File: src/rtl/ima_icp_pkg.sv
package ima_icp_pkg;
  localparam int CELL_FIELDS = 13;

  typedef enum logic [2:0] {
    REG_LINK   = 3'd0,
    REG_OFFSET = 3'd1,
    REG_GROUP  = 3'd2,
    REG_STATUS = 3'd3,
    REG_STUFF  = 3'd4,
    REG_CTRL   = 3'd5
  } reg_sel_e;

  typedef struct packed {
    logic [7:0] link;
    logic [7:0] offset;
    logic [7:0] group;
    logic [7:0] status;
    logic [7:0] stuff;
    logic [7:0] ctrl;
  } icp_cfg_t;

  localparam logic [2:0] LSI_IDLE = 3'b111;
  localparam logic [2:0] LSI_HERE = 3'b110;
endpackage

File: src/rtl/ima_icp_cfg.sv
module ima_icp_cfg
  import ima_icp_pkg::*;
#(
  parameter int LINK_W = 5
) (
  input  logic       clk,
  input  logic       rst,
  input  logic       wr_en,
  input  logic [2:0] wr_addr,
  input  logic [7:0] wr_data,
  input  logic       xfer,
  input  logic       boundary,
  output icp_cfg_t   act,
  output logic       apply,
  output logic [7:0] next_stuff,
  output logic [7:0] chg_cnt
);
  icp_cfg_t shadow;
  logic     pending;
  logic     visible_diff;

  assign apply      = boundary && pending;
  assign next_stuff = shadow.stuff;
  assign visible_diff = {shadow.link, shadow.offset, shadow.group, shadow.status} !=
                        {act.link, act.offset, act.group, act.status};

  always_ff @(posedge clk) begin
    if (rst) begin
      shadow  <= '0;
      act     <= '0;
      pending <= 1'b0;
      chg_cnt <= '0;
    end else begin
      if (wr_en) begin
        case (reg_sel_e'(wr_addr))
          REG_LINK:   shadow.link   <= 8'(wr_data[LINK_W-1:0]);
          REG_OFFSET: shadow.offset <= wr_data;
          REG_GROUP:  shadow.group  <= wr_data;
          REG_STATUS: shadow.status <= wr_data;
          REG_STUFF:  shadow.stuff  <= wr_data;
          REG_CTRL:   shadow.ctrl   <= wr_data;
          default: ;
        endcase
      end
      if (apply) begin
        act     <= shadow;
        pending <= 1'b0;
        if (visible_diff) chg_cnt <= chg_cnt + 8'd1;
      end
      if (xfer) pending <= 1'b1;
    end
  end
endmodule

File: src/rtl/ima_icp_timing.sv
module ima_icp_timing
  import ima_icp_pkg::*;
#(
  parameter int BASE_SLOTS = 32,
  parameter int SLOT_W     = $clog2(BASE_SLOTS * 8),
  parameter int SEQ_W      = 8
) (
  input  logic              clk,
  input  logic              rst,
  input  logic              tick,
  input  logic [1:0]        m_code,
  input  logic [SLOT_W-1:0] offset,
  input  logic [7:0]        stuff_period,
  input  logic              early4,
  input  logic              irq_en,
  input  logic              apply,
  input  logic [7:0]        next_stuff,
  output logic              start,
  output logic              boundary,
  output logic [SEQ_W-1:0]  seq,
  output logic [2:0]        lsi,
  output logic              frame_irq
);
  localparam int FL_W = SLOT_W + 1;

  logic [SLOT_W-1:0] slot;
  logic [FL_W-1:0]   flen;
  logic [SLOT_W-1:0] last_slot;
  logic [7:0]        k;
  logic [7:0]        warn_win;

  always_comb begin
    flen      = FL_W'(BASE_SLOTS) << m_code;
    last_slot = SLOT_W'(flen - FL_W'(1));
  end

  assign start    = tick && (slot == offset);
  assign boundary = tick && (slot == last_slot);
  assign warn_win = early4 ? 8'd4 : 8'd1;

  always_comb begin
    if (stuff_period == 8'd0)   lsi = LSI_IDLE;
    else if (k == 8'd0)         lsi = LSI_HERE;
    else if (k <= warn_win)     lsi = 3'(k - 8'd1);
    else                        lsi = LSI_IDLE;
  end

  always_ff @(posedge clk) begin
    if (rst) begin
      slot      <= '0;
      seq       <= '0;
      k         <= '0;
      frame_irq <= 1'b0;
    end else begin
      frame_irq <= boundary && irq_en;
      if (tick) slot <= boundary ? '0 : slot + SLOT_W'(1);
      if (boundary) begin
        seq <= seq + SEQ_W'(1);
        if (apply)           k <= next_stuff;
        else if (k == 8'd0)  k <= stuff_period;
        else                 k <= k - 8'd1;
      end
    end
  end
endmodule

File: src/rtl/ima_icp_stream.sv
module ima_icp_stream #(
  parameter int         CELL_BYTES = 53,
  parameter int         NFIELD     = 13,
  parameter int         TRAIL      = 2,
  parameter logic [7:0] FILL_BYTE  = 8'h6A
) (
  input  logic                  clk,
  input  logic                  rst,
  input  logic                  start,
  input  logic [NFIELD-1:0][7:0] fields,
  output logic                  valid,
  output logic                  sof,
  output logic                  eof,
  output logic [7:0]            data
);
  localparam int IDX_W = $clog2(CELL_BYTES);
  localparam int FW    = $clog2(NFIELD);

  logic [NFIELD-1:0][7:0] snap;
  logic [IDX_W-1:0]       idx;
  logic                   busy;
  logic [7:0]             nxt;

  always_comb begin
    nxt = FILL_BYTE;
    if (idx < IDX_W'(NFIELD))                      nxt = snap[FW'(idx)];
    else if (idx >= IDX_W'(CELL_BYTES - TRAIL))    nxt = 8'h00;
  end

  always_ff @(posedge clk) begin
    if (rst) begin
      snap  <= '0;
      idx   <= '0;
      busy  <= 1'b0;
      valid <= 1'b0;
      sof   <= 1'b0;
      eof   <= 1'b0;
      data  <= '0;
    end else if (start) begin
      snap  <= fields;
      data  <= fields[0];
      valid <= 1'b1;
      sof   <= 1'b1;
      eof   <= 1'b0;
      idx   <= IDX_W'(1);
      busy  <= 1'b1;
    end else if (busy) begin
      data  <= nxt;
      valid <= 1'b1;
      sof   <= 1'b0;
      eof   <= (idx == IDX_W'(CELL_BYTES - 1));
      if (idx == IDX_W'(CELL_BYTES - 1)) busy <= 1'b0;
      idx   <= idx + IDX_W'(1);
    end else begin
      data  <= '0;
      valid <= 1'b0;
      sof   <= 1'b0;
      eof   <= 1'b0;
    end
  end
endmodule

File: src/rtl/ima_icp_gen.sv
module ima_icp_gen
  import ima_icp_pkg::*;
#(
  parameter int          CELL_BYTES = 53,
  parameter int          LINK_W     = 5,
  parameter int          BASE_SLOTS = 32,
  parameter logic [39:0] HDR        = 40'h00_00_00_0B_64,
  parameter logic [7:0]  OAM_LABEL  = 8'h01,
  parameter logic [7:0]  FILL_BYTE  = 8'h6A
) (
  input  logic       clk,
  input  logic       rst,
  input  logic       cfg_we,
  input  logic [2:0] cfg_addr,
  input  logic [7:0] cfg_wdata,
  input  logic       cfg_xfer,
  input  logic       slot_tick,
  output logic       cell_valid,
  output logic       cell_sof,
  output logic       cell_eof,
  output logic [7:0] cell_byte,
  output logic       frame_irq
);
  localparam int SLOT_W = $clog2(BASE_SLOTS * 8);
  localparam int HDR_N  = 5;

  icp_cfg_t   act;
  logic       apply, start, boundary, irq_en_act;
  logic [7:0] next_stuff, scci, fsn;
  logic [2:0] lsi;
  logic [CELL_FIELDS-1:0][7:0] fields;

  assign irq_en_act = act.ctrl[1];

  ima_icp_cfg #(.LINK_W(LINK_W)) u_cfg (
    .clk(clk), .rst(rst), .wr_en(cfg_we), .wr_addr(cfg_addr), .wr_data(cfg_wdata),
    .xfer(cfg_xfer), .boundary(boundary), .act(act), .apply(apply),
    .next_stuff(next_stuff), .chg_cnt(scci)
  );

  ima_icp_timing #(.BASE_SLOTS(BASE_SLOTS), .SLOT_W(SLOT_W), .SEQ_W(8)) u_tim (
    .clk(clk), .rst(rst), .tick(slot_tick), .m_code(act.status[1:0]),
    .offset(SLOT_W'(act.offset)), .stuff_period(act.stuff), .early4(act.ctrl[0]),
    .irq_en(irq_en_act), .apply(apply), .next_stuff(next_stuff),
    .start(start), .boundary(boundary), .seq(fsn), .lsi(lsi), .frame_irq(frame_irq)
  );

  for (genvar g = 0; g < HDR_N; g++) begin : g_hdr
    assign fields[g] = HDR[8*(HDR_N-1-g) +: 8];
  end

  assign fields[5]  = OAM_LABEL;
  assign fields[6]  = {1'b1, 7'(act.link[LINK_W-1:0])};
  assign fields[7]  = fsn;
  assign fields[8]  = act.offset;
  assign fields[9]  = {5'b0, lsi};
  assign fields[10] = scci;
  assign fields[11] = act.group;
  assign fields[12] = act.status;

  ima_icp_stream #(
    .CELL_BYTES(CELL_BYTES), .NFIELD(CELL_FIELDS), .TRAIL(2), .FILL_BYTE(FILL_BYTE)
  ) u_str (
    .clk(clk), .rst(rst), .start(start), .fields(fields),
    .valid(cell_valid), .sof(cell_sof), .eof(cell_eof), .data(cell_byte)
  );
endmodule

File: config.mk
export PLATFORM = sky130hd
export DESIGN_NAME = ima_icp_gen
export DESIGN_NICKNAME = d
export VERILOG_FILES = /design/src/rtl/ima_icp_pkg.sv /design/src/rtl/ima_icp_cfg.sv /design/src/rtl/ima_icp_timing.sv /design/src/rtl/ima_icp_stream.sv /design/src/rtl/ima_icp_gen.sv
export SDC_FILE = /design/constraint.sdc
export NUM_CORES = 1
export LEC_CHECK = 0
export BUFFER_PORTS_ARGS = -buffer_cell sky130_fd_sc_hd__buf_2
export CAP_MARGIN = 20
export CORE_UTILIZATION = 60
export CTS_CLUSTER_SIZE = 20
export DETAILED_ROUTE_END_ITERATION = 16
export PLACE_DENSITY_LB_ADDON = 0.05
export SYNTH_ARGS = -nofsm -noshare
export SYNTH_HDL_FRONTEND = slang
export SYNTH_SLANG_ARGS = --single-unit
File: constraint.sdc
create_clock -name clk -period 3.3 [get_ports clk]
set_input_delay 0.33 -clock clk [delete_from_list [all_inputs] [get_ports clk]]
set_output_delay 0.33 -clock clk [all_outputs]
set_load 0.1 [all_outputs]
==> flow_metrics.tcl <==
set metrics [dict create \
    p_sw_mw 1.09 \
    path_max_fanout 7 \
    cts_resized 0 \
    yosys_warnings 0 \
    min_period_ns 2.45 \
    synth-async-reset-ratio 0 \
    drv_cap 0 \
    worstPathCellList "and2b_4 -> a2111oi_4 -> o2111ai_2 -> a2111oi_1 -> mux2_2" \
    crit_arrival_ns 2.77 \
    syn_nets 949 \
    post-place-cells 1079 \
    vdd_drop_max_mv 0.386 \
    finalPower_mw 4.62 \
    crit_type "flip-flop to flip-flop" \
    grt_pass1_wl_um 29600 \
    r2r_cells 5 \
    initial_core_util 0.623 \
    core-area_um2 12800 \
    clkLatencyLatePin_ns 0.43 \
    syn_area_um2 7960 \
    p_leak_nw 3.15 \
    gp_congestion 0.889 \
    rsz0062_at_grt "no" \
    min_period_over_period 0.742 \
    slew_violations 0 \
    crit_path_end_kind "flip-flop" \
    root_buffer "clkbuf_16" \
    status "complete, no violations" \
    cts_made_buffers 17 \
    first_pass_iters 7 \
    ioPinCount 28 \
    synth.distinct_cells 58 \
    avgSynthCellArea_um2 8.63 \
    synthCells 923 \
    min-delay-start "cfg_xfer" \
    ctsHtreeMaxLevel 4 \
    combinationalPowerShare 0.062 \
    final_common_cell "dfxtp_1" \
    relSlewSlack 0.395 \
    tns_ns 0 \
    fp.dieH_um 117 \
    post-route-util 0.693 \
    grt_usage 0.285 \
    worstPathRequired_ns 3.62 \
    antenna_found_initial 0 \
    io_buffers 27 \
    r2r_slack_ns 0.85 \
    clk_pin_slew_ns 0.07 \
    finalNonFillerCells 1111 \
    min_to "u_cfg.pending$_SDFFE_PP0P_" \
    drive_gt1_frac 0.0990 \
    place_hpwl_um 12700 \
    grt_overflow 0 \
    pre_cts_ws_ns 0.876 \
    viasPerCell 5.84 \
    clock-sinks 179 \
    clk_path_buf_depth 2 \
    ant_nets 0 \
    tightest_slew_ns 0.900 \
    power_density_nw_per_um2 522 \
    clock_power_share 0.460 \
    die_x_um 117 \
    drtIter0Drc 502 \
    hold_buffers 0 \
    r2r-start "u_tim.slot[5]$_SDFFE_PP0P_" \
    drt_wl_total_um 18600 \
    worst_slack_ns 0.851 \
    synth-edff-count 0 \
    final_cell_mix "dfxtp_1, nand2_1, nor2_1" \
    grt_pass1_vias 5868 \
    hp-class "input port to flip-flop" \
    wl_per_cell_um 16.7 \
    crit_path_start_kind "flip-flop" \
    hold_depth 3 \
    rows 41 \
    die_area_um2 13700 \
    slowest_delay_ns 0.51 \
    fin_skew_ns 0.00817 \
    slowest_stage "a2111oi_4" \
    finalNetCount 953 \
    r2r_end "u_cfg.chg_cnt[7]$_SDFFE_PP0P_" \
    area_delta_synth_final_pct 11.1 \
    synth_ff_type "dfxtp_1" \
    grt_max_degree 172 \
    cts_tree "done" \
    ys_ff_latch 179 \
    vias 6486 \
    p_seq_frac 0.478 \
    synth_seq_area_share 0.450 \
    cts_setup_buffers 0 \
    max_freq_mhz 408 \
    p_int_mw 3.53 \
    drcViolationCount 0 \
    p_sw_frac 0.236 \
    hold_viol 0 \
    num_antenna_cells 0 \
    setup-violations-final 0 \
]
-- flip-flops by register name (all words and copies together), names as in the netlist --
name and cells:
u_cfg.pending 1, u_cfg.act 39, u_tim.frame_irq 1, u_str.busy 1, u_str.snap 49, u_cfg.chg_cnt 8
u_tim.k 8, u_str.idx 6, u_cfg.next_stuff 8, u_str.data 8, u_str.eof 1, u_tim.slot 8
u_str.valid 1, u_cfg.shadow 31, u_tim.seq 8, u_str.sof 1
-- synth_stat cells, types with 10 or more instances --
cell	count	area share
a211oi_1	12	0.011
a21oi_1	88	0.055
clkbuf_1	38	0.018
dfxtp_1	179	0.45
ha_1	10	0.016
inv_1	11	0.0052
mux2i_1	78	0.098
nand2_1	145	0.068
nand2b_1	12	0.0094
nand3_1	14	0.0088
nand4_1	14	0.011
nor2_1	127	0.060
nor3_1	12	0.0075
o21ai_0	21	0.013
xnor2_1	44	0.048
-- layout make-up --
class                   instances  area, um^2
multi-input cells             677        4120
inverters                      12        45.0
flip-flops and latches        179        3580
repair buffers                 40         260
well taps                     172         215
fillers                      1013        3920
clock inverters                12         169
clock buffers                  19         453
-- kinds of logic (layout without fill, tap and decap cells) --
logic type,after synthesis,in the layout,share of synthesized area
xor gates and xnor gates,51,51,0.0561
adders and majority gates,10,10,0.0157
muxes,88,88,0.116
and+or+nand+nor,370,370,0.205
AOI/OAI and AO/OA,158,158,0.123
buffers and inverters,67,83,0.0336
DFF,179,179,0.450
-- metrics by stage --
step                hold slack, ns  cell area [um^2]
floorplan                    0.427              7960
global placement             0.459              8220
detailed placement           0.460              8220
CTS                         0.0981              8840
global route                 0.121              8850
finish                       0.110              8850
-- layer usage --
| layer | part of all wire | global-route usage |
|---|---|---|
| met5 | 0 | 0 |
| met4 | 0.026 | 0.118 |
| met3 | 0.048 | 0.0551 |
| met2 | 0.47 | 0.459 |
| met1 | 0.46 | 0.376 |
-- worst max-delay path by stage --
stage                                from                             to  slack (ns)  depth (start not counted)
2_1_floorplan   u_str.idx[1]$_SDFFE_PP0P_       u_str.data[0]$_SDFF_PP0_        0.93                          9
3_3_place_gp    u_str.idx[1]$_SDFFE_PP0P_       u_str.data[0]$_SDFF_PP0_        0.90                          7
3_5_place_dp   u_tim.slot[5]$_SDFFE_PP0P_        u_tim.k[4]$_SDFFE_PP0P_        0.88                          5
4_1_cts        u_tim.slot[5]$_SDFFE_PP0P_        u_tim.k[4]$_SDFFE_PP0P_        0.85                          5
5_1_grt        u_tim.slot[5]$_SDFFE_PP0P_  u_cfg.chg_cnt[7]$_SDFFE_PP0P_        0.68                          5
6_report       u_tim.slot[5]$_SDFFE_PP0P_  u_cfg.chg_cnt[7]$_SDFFE_PP0P_        0.85                          5
-- power groups by stage --
stage,registers (mW),logic [mW],clock network (mW)
finish,2.21,0.287,2.13
global route,2.21,0.311,2.24
CTS,2.21,0.285,2.15
detailed placement,2.25,0.285,0
global placement,2.25,0.279,0
floorplan,2.26,0.195,0
-- critical path: cells and delay by family (launching register included) --
family,cells,cell delay (ns)
simple gates,1,0.23
mux,1,0.38
compound gates,3,1.28
flops,1,0.45
(Power assumes the default switching activity.)
